[src/rtl/txw_pkg.sv]
package txw_pkg;
    localparam int STS_W        = 2;
    localparam int STS_CRS_LOST = 0;
    localparam int STS_SQE      = 1;
endpackage

[src/rtl/txw_carrier.sv]
module txw_carrier #(
    parameter int GRACE = 8
) (
    input  logic clk,
    input  logic rst_n,
    input  logic tx_en,
    input  logic crs,
    input  logic ignore,
    output logic fall,
    output logic lost
);
    localparam int CW = $clog2(GRACE + 1);

    typedef struct packed {
        logic          prev;
        logic [CW-1:0] cnt;
        logic          lost;
    } cst_t;

    cst_t st_d, st_q;

    always_comb begin
        st_d      = st_q;
        st_d.prev = tx_en;
        if (tx_en) begin
            if (!st_q.prev) begin
                st_d.cnt  = CW'(1);
                st_d.lost = 1'b0;
            end else if (st_q.cnt == CW'(GRACE)) begin
                if (!crs && !ignore) st_d.lost = 1'b1;
            end else begin
                st_d.cnt = st_q.cnt + CW'(1);
            end
        end
    end

    always_ff @(posedge clk) begin
        if (!rst_n) st_q <= '0;
        else        st_q <= st_d;
    end

    assign fall = st_q.prev && !tx_en;
    assign lost = st_q.lost;

    p_grace_bound_r3: assert property (@(posedge clk) disable iff (!rst_n)
        st_q.cnt <= CW'(GRACE));
    p_lost_in_frame_r2: assert property (@(posedge clk) disable iff (!rst_n)
        $rose(st_q.lost) |-> $past(tx_en) && !$past(crs));
endmodule

[src/rtl/txw_hb_window.sv]
module txw_hb_window #(
    parameter int WIN = 64
) (
    input  logic clk,
    input  logic rst_n,
    input  logic fall,
    input  logic col,
    input  logic ignore,
    output logic busy,
    output logic close,
    output logic missing
);
    localparam int WW = $clog2(WIN + 1);

    typedef struct packed {
        logic          active;
        logic [WW-1:0] cnt;
        logic          seen;
    } hst_t;

    hst_t st_d, st_q;
    logic seen_now;

    always_comb begin
        st_d     = st_q;
        close    = 1'b0;
        missing  = 1'b0;
        seen_now = st_q.seen || col;
        if (st_q.active) begin
            if (st_q.cnt == WW'(WIN - 1)) begin
                close       = 1'b1;
                missing     = !seen_now && !ignore;
                st_d.active = 1'b0;
            end else begin
                st_d.cnt  = st_q.cnt + WW'(1);
                st_d.seen = seen_now;
            end
        end else if (fall) begin
            if (ignore) begin
                close = 1'b1;
            end else begin
                st_d.active = 1'b1;
                st_d.cnt    = WW'(1);
                st_d.seen   = col;
            end
        end
    end

    always_ff @(posedge clk) begin
        if (!rst_n) st_q <= '0;
        else        st_q <= st_d;
    end

    assign busy = st_q.active;

    p_win_bound_r7: assert property (@(posedge clk) disable iff (!rst_n)
        st_q.active |-> st_q.cnt < WW'(WIN));
    p_win_end_r7: assert property (@(posedge clk) disable iff (!rst_n)
        $fell(st_q.active) |-> $past(st_q.cnt) == WW'(WIN - 1));
endmodule

[src/rtl/tx_link_watch.sv]
module tx_link_watch #(
    parameter int GRACE_CYC = 8,
    parameter int HB_WIN    = 64
) (
    input  logic       clk,
    input  logic       rst_n,
    input  logic       tx_en,
    input  logic       crs,
    input  logic       col,
    input  logic       cfg_crs_ignore,
    input  logic       cfg_hb_ignore,
    output logic [1:0] sts_word,
    output logic       sts_valid,
    output logic       inc_crs_lost,
    output logic       inc_sqe
);
    import txw_pkg::*;

    typedef struct packed {
        logic             valid;
        logic [STS_W-1:0] word;
        logic             inc_c;
        logic             inc_s;
        logic             pend;
    } tst_t;

    tst_t st_d, st_q;
    logic fall, lost, busy, close, missing, lost_rep;

    txw_carrier #(.GRACE(GRACE_CYC)) i_carrier (
        .clk(clk), .rst_n(rst_n), .tx_en(tx_en), .crs(crs),
        .ignore(cfg_crs_ignore), .fall(fall), .lost(lost)
    );

    txw_hb_window #(.WIN(HB_WIN)) i_window (
        .clk(clk), .rst_n(rst_n), .fall(fall), .col(col),
        .ignore(cfg_hb_ignore), .busy(busy), .close(close), .missing(missing)
    );

    always_comb begin
        st_d       = st_q;
        st_d.valid = close;
        st_d.inc_c = 1'b0;
        st_d.inc_s = 1'b0;
        lost_rep   = (fall && !busy) ? lost : st_q.pend;
        if (fall && !busy) st_d.pend = lost;
        if (close) begin
            st_d.word[STS_CRS_LOST] = lost_rep && !cfg_crs_ignore;
            st_d.word[STS_SQE]      = missing;
            st_d.inc_c              = lost_rep && !cfg_crs_ignore;
            st_d.inc_s              = missing;
        end
    end

    always_ff @(posedge clk) begin
        if (!rst_n) st_q <= '0;
        else        st_q <= st_d;
    end

    assign sts_word     = st_q.word;
    assign sts_valid    = st_q.valid;
    assign inc_crs_lost = st_q.inc_c;
    assign inc_sqe      = st_q.inc_s;

    p_crs_strobe_r9: assert property (@(posedge clk) disable iff (!rst_n)
        inc_crs_lost |-> sts_valid && sts_word[STS_CRS_LOST]);
    p_sqe_strobe_r9: assert property (@(posedge clk) disable iff (!rst_n)
        inc_sqe |-> sts_valid && sts_word[STS_SQE]);
    p_crs_masked_r4: assert property (@(posedge clk) disable iff (!rst_n)
        sts_valid && $past(cfg_crs_ignore) |-> !sts_word[STS_CRS_LOST]);
    p_sqe_masked_r8: assert property (@(posedge clk) disable iff (!rst_n)
        sts_valid && $past(cfg_hb_ignore) |-> !sts_word[STS_SQE]);
    p_word_hold_r10: assert property (@(posedge clk) disable iff (!rst_n)
        !sts_valid |-> $stable(sts_word));
endmodule

[config.mk]
export PLATFORM = sky130hd
export DESIGN_NAME = tx_link_watch
export DESIGN_NICKNAME = d
export VERILOG_FILES = /design/src/rtl/txw_pkg.sv /design/src/rtl/txw_carrier.sv /design/src/rtl/txw_hb_window.sv /design/src/rtl/tx_link_watch.sv
export SDC_FILE = /design/constraint.sdc
export NUM_CORES = 1
export LEC_CHECK = 0
export BUFFER_PORTS_ARGS = -buffer_cell sky130_fd_sc_hd__buf_2
export CORE_ASPECT_RATIO = 1.1
export CORE_UTILIZATION = 40
export CTS_CLUSTER_SIZE = 28
export DETAILED_ROUTE_END_ITERATION = 10
export PLACE_DENSITY_LB_ADDON = 0.3
export SLEW_MARGIN = 30
export SYNTH_ARGS = -nofsm -noshare
export SYNTH_HDL_FRONTEND = slang
export SYNTH_SLANG_ARGS = --single-unit
[constraint.sdc]
create_clock -name clk -period 4.19 [get_ports clk]
set_input_delay 0.838 -clock clk [delete_from_list [all_inputs] [get_ports clk]]
set_output_delay 0.838 -clock clk [all_outputs]
set_load 0.05 [all_outputs]
==> results.sh <==
export IMPL_power_density_nw_per_um2=301
export IMPL_reg2reg_slack_ns=2.32
export IMPL_clockBufferDepth=2
export IMPL_power_frac_seq_pct=63.6
export IMPL_yosysWarnings=0
export IMPL_worstMarginPinSlew_ns=0.871
export IMPL_hp_start="i_carrier.lost"
export IMPL_post_route_drc_count=0
export IMPL_fin_util_pct=47.1
export IMPL_first_pass_iters=4
export IMPL_postSynth_asyncResetShare_pct=0
export IMPL_p_comb_share_pct=7.2
export IMPL_grt_setup_unrepaired="false"
export IMPL_clock_latency_ns=0.30
export IMPL_seq_area_frac_synth_pct=41.9
export IMPL_grt_pass1_wl_um=3420
export IMPL_die_area_um2=2710
export IMPL_tns_ns=0
export IMPL_finalCritPeriodShare_pct=49.8
export IMPL_fin_nets=125
export IMPL_reg2reg_to="i_window.st_q[3]"
export IMPL_antenna_found_initial=0
export IMPL_port_buffers=11
export IMPL_core_area_um2=2300
export IMPL_cts_made_buffers=3
export IMPL_overflow=0
export IMPL_gp_congestion=0.790
export IMPL_synth_top_cells_by_count="dfxtp_1 (21), nand2_1 (8), nor2_1 (8)"
export IMPL_p_sw_share_pct=23.4
export IMPL_max_cap_viol_count=0
export IMPL_total_power_w=0.000325
export IMPL_cts_resized=0
export IMPL_cpPeakStageDelay_ns=0.76
export IMPL_clkSlewWorstSetupHoldPaths_ns=0.11
export IMPL_synthTopCellsByArea="dfxtp_1 (42%), ha_1 (3.7%), mux2i_1 (3.0%)"
export IMPL_crit_start="tx_en"
export IMPL_start_util_pct=43.7
export IMPL_final_setup_viol_count=0
export IMPL_cts_hold_buf=0
export IMPL_synth_top_area_cell="dfxtp_1"
export IMPL_yosysMostFrequentCell="dfxtp_1"
export IMPL_crit_path_max_fanout=8
export IMPL_hpwl_um=1460
export IMPL_htreeDepth=1
export IMPL_post_place_ws_ns=1.80
export IMPL_cp_num_cells=4
export IMPL_finalHoldViolations=0
export IMPL_die_h_um=54.5
export IMPL_internal_power_w=0.000249
export IMPL_min_period_ns=2.09
export IMPL_crit_chain="buf_2, nor4b_1, mux2i_1, a311o_1"
export IMPL_num_rows=18
export IMPL_path_class="in2reg"
export IMPL_cts_tree="built"
export IMPL_holdCritPathClass="reg2reg"
export IMPL_diodes=0
export IMPL_required_ns=4.39
export IMPL_end_kind="flip-flop"
export IMPL_syn_nets=116
export IMPL_cp_num_buf_inv=1
export IMPL_crit_path_end="i_window.st_q[3]"
export IMPL_synthToLayoutAreaGrowth_pct=7.73
export IMPL_syn_inst=106
export IMPL_synth_edff_count=0
export IMPL_maxSlewHeadroom_pct=41.1
export IMPL_clockPowerShare_pct=29.2
export IMPL_critPathLaunchType="input pin"
export IMPL_ir_drop_uv=206
export IMPL_cts_root_buf="clkbuf_4"
export IMPL_gr_usage_all_layers_pct=16.9
export IMPL_synth_avg_cell_area_um2=9.47
export IMPL_postSynthRegisterBits=21
export IMPL_skew_ns=0.00356
export IMPL_synth_top_cell_area_share_pct=41.9
export IMPL_cts_setup_buffers=0
export IMPL_switching_power_w=0.0000760
export IMPL_viasPerCell=5.82
export IMPL_grt_max_degree=19
export IMPL_drt_iter0_drc=38
export IMPL_crit_slowest_cell="nor4b_1"
export IMPL_worst_slack_ns=2.10
export IMPL_worstPathArrival_ns=2.29
export IMPL_synth_flop_cell="dfxtp_1"
export IMPL_drt_total_wl_um=2000
export IMPL_ff2ff_path_depth=3
export IMPL_grt_pass1_vias=782
export IMPL_fp_dieW_um=49.8
export IMPL_leakagePower_nw=0.415
export IMPL_fmax_ghz=0.479
export IMPL_r2r_start="i_window.busy"
export IMPL_via_count=838
export IMPL_synth_distinct_cells=46
export IMPL_outcome="complete, no violations"
export IMPL_slew_viol_final=0
export IMPL_syn_area_um2=1000
export IMPL_drive_above_1_share_pct=18.4
export IMPL_clock_sinks=21
export IMPL_antenna_left=0
export IMPL_wl_per_cell_um=13.9
export IMPL_ios=12
export IMPL_timing_critical_path_max_delay_family="simple AND/OR/NAND/NOR gates"
==> per-layer routing <==
layer,vias up,track usage [%],part of all wire [%]
met4,0,11.9,1.7
met3,4,2.50,4.8
met5,-,0,0
met1,386,19.7,47
li1,420,-,-
met2,28,28.8,46
==> state kept, by name, summed over array words and instances, names as in the netlist <==
name	cells
inc_sqe	1
inc_crs_lost	1
sts_valid	1
sts_word	2
i_window.st_q	8
i_carrier.st_q	5
i_window.busy	1
st_q	1
i_carrier.lost	1
==> worst min-delay path by stage <==
stage                endpoint  slack, ns  cells after the start
2_1_floorplan  i_carrier.lost       0.44                      2
3_3_place_gp   i_carrier.lost       0.46                      2
3_5_place_dp   i_carrier.lost       0.46                      2
4_1_cts        i_carrier.lost       0.49                      2
5_1_grt        i_carrier.lost       0.54                      2
6_report       i_carrier.lost       0.48                      2
==> cells by family (layout without fill, tap and decap cells) <==
group | Yosys count | in the layout | synth area share (%)
buffers and inverters | 12 | 20 | 5.98
AO/OA/AOI/OAI | 22 | 22 | 18.3
AND/OR/NAND/NOR | 43 | 43 | 25.1
flip-flops | 21 | 21 | 41.9
multiplexers | 4 | 4 | 4.11
adder cells (fa/ha/maj) | 3 | 3 | 3.74
XOR/XNOR | 1 | 1 | 0.873
==> cells in the final DEF, fill, tap and decap left out, types with 2 or more instances in the layout <==
master    instances
o21a_1            2
a311o_1           2
nor4b_1           3
nor3_1            3
buf_2            11
mux2i_1           3
a31oi_1           2
nor2_1            8
nand4_1           4
nor4_1            2
dfxtp_1          21
ha_1              3
nand3_1           4
inv_1             5
clkbuf_4          3
nand2_1           8
==> power groups by stage <==
stage	Clock, W	Sequential [W]	Combinational [W]
finish	0.0000949	0.000207	0.0000234
global placement	0	0.000211	0.0000229
CTS	0.0000997	0.000207	0.0000236
global route	0.000107	0.000207	0.0000263
floorplan	0	0.000210	0.0000165
detailed placement	0	0.000211	0.0000235
==> stage by stage <==
| stage | instances | hold slack (ns) | area [µm²] |
|---|---|---|---|
| after floorplan | 106 | 0.437 | 1000 |
| after global placement | 140 | 0.463 | 1050 |
| after detailed placement | 140 | 0.464 | 1050 |
| after CTS | 144 | 0.490 | 1080 |
| after global routing | 144 | 0.535 | 1080 |
| final | 144 | 0.483 | 1080 |
==> layout make-up <==
type,instances,area (µm²)
fill,238,1220
multi-input combinational,73,523
timing repair buffer,11,55.1
tap,30,37.5
sequential,21,420
clock buffer,4,26.3
inverter,5,18.8
==> worst register-to-register path: stages, from the launching register on <==
cell	delay [ns]
dfxtp_1	0.42
nor4b_1	0.81
mux2i_1	0.16
a311o_1	0.38
(Power assumes the default switching activity.)
